===== config.mk =====
export PLATFORM = sky130hd
export DESIGN_NAME = str_rx
export DESIGN_NICKNAME = d
export VERILOG_FILES = /design/src/rtl/str_pkg.sv /design/src/rtl/str_sync.sv /design/src/rtl/str_edge.sv /design/src/rtl/str_capture.sv /design/src/rtl/str_rx.sv
export SDC_FILE = /design/constraint.sdc
export NUM_CORES = 1
export LEC_CHECK = 0
export ABC_CLOCK_PERIOD_IN_PS = 1800
export CAP_MARGIN = 20
export CORE_MARGIN = 3
export CORE_UTILIZATION = 35
export DETAILED_ROUTE_END_ITERATION = 10
export HOLD_SLACK_MARGIN = 0.05
export PLACE_DENSITY_LB_ADDON = 0.25
export SETUP_SLACK_MARGIN = 0.1
export SYNTH_ARGS = -nofsm -noshare
export SYNTH_HDL_FRONTEND = slang
export SYNTH_SLANG_ARGS = --single-unit

===== constraint.sdc =====
create_clock -name clk -period 1.8 [get_ports clk]
set_input_delay 0.18 -clock clk [delete_from_list [all_inputs] [get_ports clk]]
set_output_delay 0.18 -clock clk [all_outputs]
set_load 0.005 [all_outputs]

===== src/rtl/str_pkg.sv =====
package str_pkg;
  typedef enum logic [1:0] {
    ST_IDLE  = 2'd0,
    ST_SHIFT = 2'd1,
    ST_DONE  = 2'd2
  } cap_state_t;
endpackage


===== src/rtl/str_sync.sv =====
module str_sync #(
  parameter int          WIDTH   = 3,
  parameter int          STAGES  = 2,
  parameter logic [WIDTH-1:0] RST_VAL = '0
) (
  input  logic             clk,
  input  logic             rst,
  input  logic [WIDTH-1:0] d_i,
  output logic [WIDTH-1:0] q_o
);
  logic [WIDTH-1:0] chain [STAGES];

  for (genvar s = 0; s < STAGES; s++) begin : g_stage
    if (s == 0) begin : g_first
      always_ff @(posedge clk) begin
        if (rst) chain[s] <= RST_VAL;
        else     chain[s] <= d_i;
      end
    end else begin : g_next
      always_ff @(posedge clk) begin
        if (rst) chain[s] <= RST_VAL;
        else     chain[s] <= chain[s-1];
      end
    end
  end

  assign q_o = chain[STAGES-1];
endmodule


===== src/rtl/str_edge.sv =====
module str_edge #(
  parameter int               WIDTH   = 2,
  parameter logic [WIDTH-1:0] RST_VAL = '1
) (
  input  logic             clk,
  input  logic             rst,
  input  logic [WIDTH-1:0] lvl_i,
  output logic [WIDTH-1:0] rise_o,
  output logic [WIDTH-1:0] fall_o
);
  logic [WIDTH-1:0] prev_q;

  always_ff @(posedge clk) begin
    if (rst) prev_q <= RST_VAL;
    else     prev_q <= lvl_i;
  end

  for (genvar b = 0; b < WIDTH; b++) begin : g_bit
    assign rise_o[b] = ~prev_q[b] &  lvl_i[b];
    assign fall_o[b] =  prev_q[b] & ~lvl_i[b];
  end
endmodule


===== src/rtl/str_capture.sv =====
module str_capture
  import str_pkg::*;
#(
  parameter int WORD_W = 16
) (
  input  logic              clk,
  input  logic              rst,
  input  logic              start_i,
  input  logic              abort_i,
  input  logic              shift_i,
  input  logic              bit_i,
  output logic [WORD_W-1:0] word_o,
  output logic              vld_o,
  output cap_state_t        state_o
);
  localparam int CNT_W = $clog2(WORD_W + 1);
  localparam logic [CNT_W-1:0] LAST = CNT_W'(WORD_W - 1);

  cap_state_t        state_q;
  logic [CNT_W-1:0]  cnt_q;
  logic [WORD_W-1:0] sh_q;
  logic [WORD_W-1:0] sh_nxt;

  assign sh_nxt = {sh_q[WORD_W-2:0], bit_i};

  always_ff @(posedge clk) begin
    if (rst) begin
      state_q <= ST_IDLE;
      cnt_q   <= '0;
      sh_q    <= '0;
      word_o  <= '0;
      vld_o   <= 1'b0;
    end else begin
      vld_o <= 1'b0;
      case (state_q)
        ST_IDLE: begin
          if (start_i) begin
            state_q <= ST_SHIFT;
            cnt_q   <= '0;
            sh_q    <= '0;
          end
        end
        ST_SHIFT: begin
          if (abort_i) begin
            state_q <= ST_IDLE;
            cnt_q   <= '0;
          end else if (shift_i) begin
            sh_q <= sh_nxt;
            if (cnt_q == LAST) begin
              word_o  <= sh_nxt;
              vld_o   <= 1'b1;
              state_q <= ST_DONE;
              cnt_q   <= '0;
            end else begin
              cnt_q <= cnt_q + 1'b1;
            end
          end
        end
        ST_DONE: begin
          if (start_i) begin
            state_q <= ST_SHIFT;
            cnt_q   <= '0;
            sh_q    <= '0;
          end
        end
        default: state_q <= ST_IDLE;
      endcase
    end
  end

  assign state_o = state_q;
endmodule


===== src/rtl/str_rx.sv =====
module str_rx
  import str_pkg::*;
#(
  parameter int WORD_W      = 16,
  parameter int SYNC_STAGES = 2
) (
  input  logic              clk,
  input  logic              rst,
  input  logic              sclk_i,
  input  logic              csn_i,
  input  logic              din_i,
  output logic [WORD_W-1:0] word_o,
  output logic              word_vld_o
);
  localparam int PIN_N = 3;

  logic [PIN_N-1:0] pins_s;
  logic [1:0]       rise_v;
  logic [1:0]       fall_v;
  logic             sclk_fall;
  logic             csn_fall;
  logic             csn_rise;
  cap_state_t       cap_state;

  str_sync #(
    .WIDTH  (PIN_N),
    .STAGES (SYNC_STAGES),
    .RST_VAL(3'b110)
  ) u_sync (
    .clk(clk),
    .rst(rst),
    .d_i({csn_i, sclk_i, din_i}),
    .q_o(pins_s)
  );

  str_edge #(
    .WIDTH  (2),
    .RST_VAL(2'b11)
  ) u_edge (
    .clk   (clk),
    .rst   (rst),
    .lvl_i (pins_s[2:1]),
    .rise_o(rise_v),
    .fall_o(fall_v)
  );

  assign csn_fall  = fall_v[1];
  assign csn_rise  = rise_v[1];
  assign sclk_fall = fall_v[0] & ~pins_s[2];

  str_capture #(
    .WORD_W(WORD_W)
  ) u_cap (
    .clk    (clk),
    .rst    (rst),
    .start_i(csn_fall),
    .abort_i(csn_rise),
    .shift_i(sclk_fall),
    .bit_i  (pins_s[0]),
    .word_o (word_o),
    .vld_o  (word_vld_o),
    .state_o(cap_state)
  );
endmodule


==> run summary <==
status -> complete, no violations
Routed Antenna Nets -> 0
Die Width -> 78.7 µm
P_sw -> 0.394 mW
Finished Cell Area -> 2230 µm²
Int Pwr -> 1.49 mW
Rows -> 25
Post-Synthesis Cell Area -> 1850 µm²
final period utilization -> 0.891
Ports -> 22
core area -> 4910 µm²
Setup crit end kind -> flop
detailed-router iteration count before antenna repair -> 4
register bit total from synthesis -> 47
pin count of the biggest net entering global routing -> 49
via count -> 1341
min-delay src -> u_sync.chain[0][2]
GRT overflow -> 0
# setup viols final -> 0
vias per inst -> 4.91
logic gate share of total power -> 0.038
# resized after CTS -> 0
switching share of power -> 0.209
Synth area leaders -> dfxtp_1 (51%), mux2i_1 (8.7%), nand3b_1 (6.9%)
top cell type's share of synthesized area -> 0.509
final net count -> 211
CTS clk-pin slew, worst paths -> 90 ps
Top FF cell, synth -> dfxtp_1
multi-input logic area -> 810 µm²
# DRC -> 0
Worst EP required -> 2060 ps
CTS buffer count -> 5
CTS sink cnt -> 47
Die Area -> 6190 µm²
Mean Syn Cell Area -> 10.1 µm²
gpl congestion -> 0.736
area delta synth->final -> 20.4%
min-delay worst type -> reg2reg
total power draw -> 1.89 mW
Root Driver -> clkbuf_8
number of port buffers -> 21
Worst slew margin -> 0.668
worst-path fanout max -> 4
Synth warnings -> 0
Util after Layout -> 0.453
proportion of layout cells with a drive suffix above 1 -> 0.141
crit start category -> flop
worst skew pair latency -> 300 ps
syn nets -> 190
sequential-to-total area share from yosys stat -> 0.509
Detailed Route WL -> 3320 µm
clk_skew -> 10.6 ps
first-pass GRT wire length -> 5770 µm
cell area power density -> 848 nW/µm²
Setup CP Type -> reg2reg
synth unique cells -> 34
FF+latch area -> 941 µm²
R2R Setup Slk -> 200 ps
Starting DRT DRC Count -> 116
Ant. Diodes -> 0
Clk pwr share -> 0.403
gr usage total -> 0.118
max cap viols -> 0
worst vdd ir -> 0.000393 V
Starting Density -> 0.377
H-tree lvl count -> 2
vias in the first global route -> 1245
Reg2Reg Depth -> 5
Post-Syn Instances -> 184
worst endpoint data arrival time -> 1860 ps
drt wl/cell -> 12.2 µm
Post-synth EDFFs -> 0
Yosys top cell by area -> dfxtp_1
initial antenna violation count -> 0
Worst-Margin Slew -> 497 ps
maximum clock path buffer count -> 2
Post-synth ARST share -> 0
Max Freq -> 624 MHz
Chip Height -> 78.7 µm
final worst path period need -> 1600 ps
TritonCTS clock tree -> done
Seq pwr share -> 0.559
post-CTS setup buffer count -> 0
setup TNS -> 0 ps
WHS Endpoint -> u_sync.chain[1][2]
Cell Area, Placed -> 2110 µm²
CTS Hold Bufs -> 0
Lkg Pwr -> 0.882 nW
Filler cells -> 503
Cells on Worst Hold Path -> 1
RSZ-0062 raised after global routing -> true
final slew viol count -> 0
post-DP HPWL -> 2090 µm
final hold vios -> 0
reg-to-reg startpoint -> u_cap.cnt_q[0]
R2R Path End -> u_cap.cnt_q[3]
==> final cells by class <==
class	count	share of cell area
Tap cell	67	0.0377
Clock inverter	3	0.0197
Inverter	3	0.00506
Multi-Input combinational cell	121	0.364
Timing Repair Buffer	27	0.120
Sequential cell	47	0.423
Clock buffer	5	0.0309
==> through the flow <==
step	cells	hold slack, ps	setup WS (ps)
4_1_cts	273	417	206
6_report	273	414	197
5_1_grt	273	419	95.0
2_1_floorplan	184	284	345
3_3_place_gp	265	393	200
3_5_place_dp	265	398	219
==> registers in the layout, summed over array words and instances (netlist names) <==
| register | cells |
|---|---|
| u_edge.prev_q | 2 |
| u_cap.word_o | 16 |
| u_cap.vld_o | 1 |
| u_sync.chain | 6 |
| u_cap.state_o | 2 |
| u_cap.cnt_q | 5 |
| u_cap.sh_q | 15 |
==> kinds of logic (layout without fill, tap and decap cells) <==
kind of cell	count (synthesis)	count (layout)	share of synthesized area
muxes	16	16	0.0866
buffers and inverters	16	38	0.0534
AOI/OAI and AO/OA	27	27	0.0927
and+or+nand+nor	77	77	0.252
adders and majority gates	1	1	0.00676
DFF	47	47	0.509
==> power groups by stage <==
stage	Combinational [mW]	Sequential, mW	Clock, mW
2_1_floorplan	0.0475	1.08	0
3_5_place_dp	0.0717	1.08	0
4_1_cts	0.0720	1.05	0.789
6_report	0.0717	1.05	0.761
5_1_grt	0.0789	1.06	0.823
3_3_place_gp	0.0723	1.08	0
==> cells in the mapped netlist, drive strengths merged, types with 2 or more instances <==
| cell type | n |
|---|---|
| nor3b | 2 |
| nand3b | 17 |
| or2 | 6 |
| nand3 | 19 |
| mux2i | 16 |
| a21oi | 18 |
| nor2b | 3 |
| nand2 | 6 |
| nand2b | 2 |
| buf | 7 |
| clkbuf | 6 |
| nor2 | 18 |
| inv | 3 |
| dfxtp | 47 |
| a31oi | 2 |
==> worst max-delay path by stage <==
stage              startpoint          endpoint  slack [ps]  depth (start not counted)
6_report       u_cap.cnt_q[0]    u_cap.cnt_q[3]         200                          5
5_1_grt        u_cap.cnt_q[0]    u_cap.cnt_q[3]         100                          5
4_1_cts        u_cap.cnt_q[0]    u_cap.cnt_q[3]         210                          5
3_5_place_dp   u_cap.cnt_q[0]    u_cap.cnt_q[3]         220                          5
3_3_place_gp   u_cap.cnt_q[0]    u_cap.cnt_q[3]         200                          5
2_1_floorplan  u_cap.cnt_q[0]  u_cap.word_o[10]         350                          7
==> per-layer routing <==
layer,part of all wire,global-route usage,vias up
li1,-,-,681
met3,0.043,0.0340,7
met2,0.44,0.183,29
met5,0,0,-
met1,0.49,0.151,624
met4,0.021,0.0577,0
==> critical path, cell delays in order, from the launching register on <==
cell and delay [ps]:
dfxtp_1 340, ha_1 240, and4b_1 230, a2111oi_2 470, o2bb2ai_2 160, a21o_1 120
==> cell usage in the layout, fill, tap and decap left out, types with 2 or more instances in the layout <==
master	n
a21oi_1	18
a31oi_1	2
buf_4	5
clkbuf_8	5
clkdlybuf4s50_1	21
dfxtp_1	47
inv_1	3
mux2i_1	16
nand2_1	5
nand2b_1	2
nand3_1	18
nand3b_1	17
nor2_1	18
nor2b_1	2
or2_2	6
No activity file was read; power rests on OpenSTA's default activity.
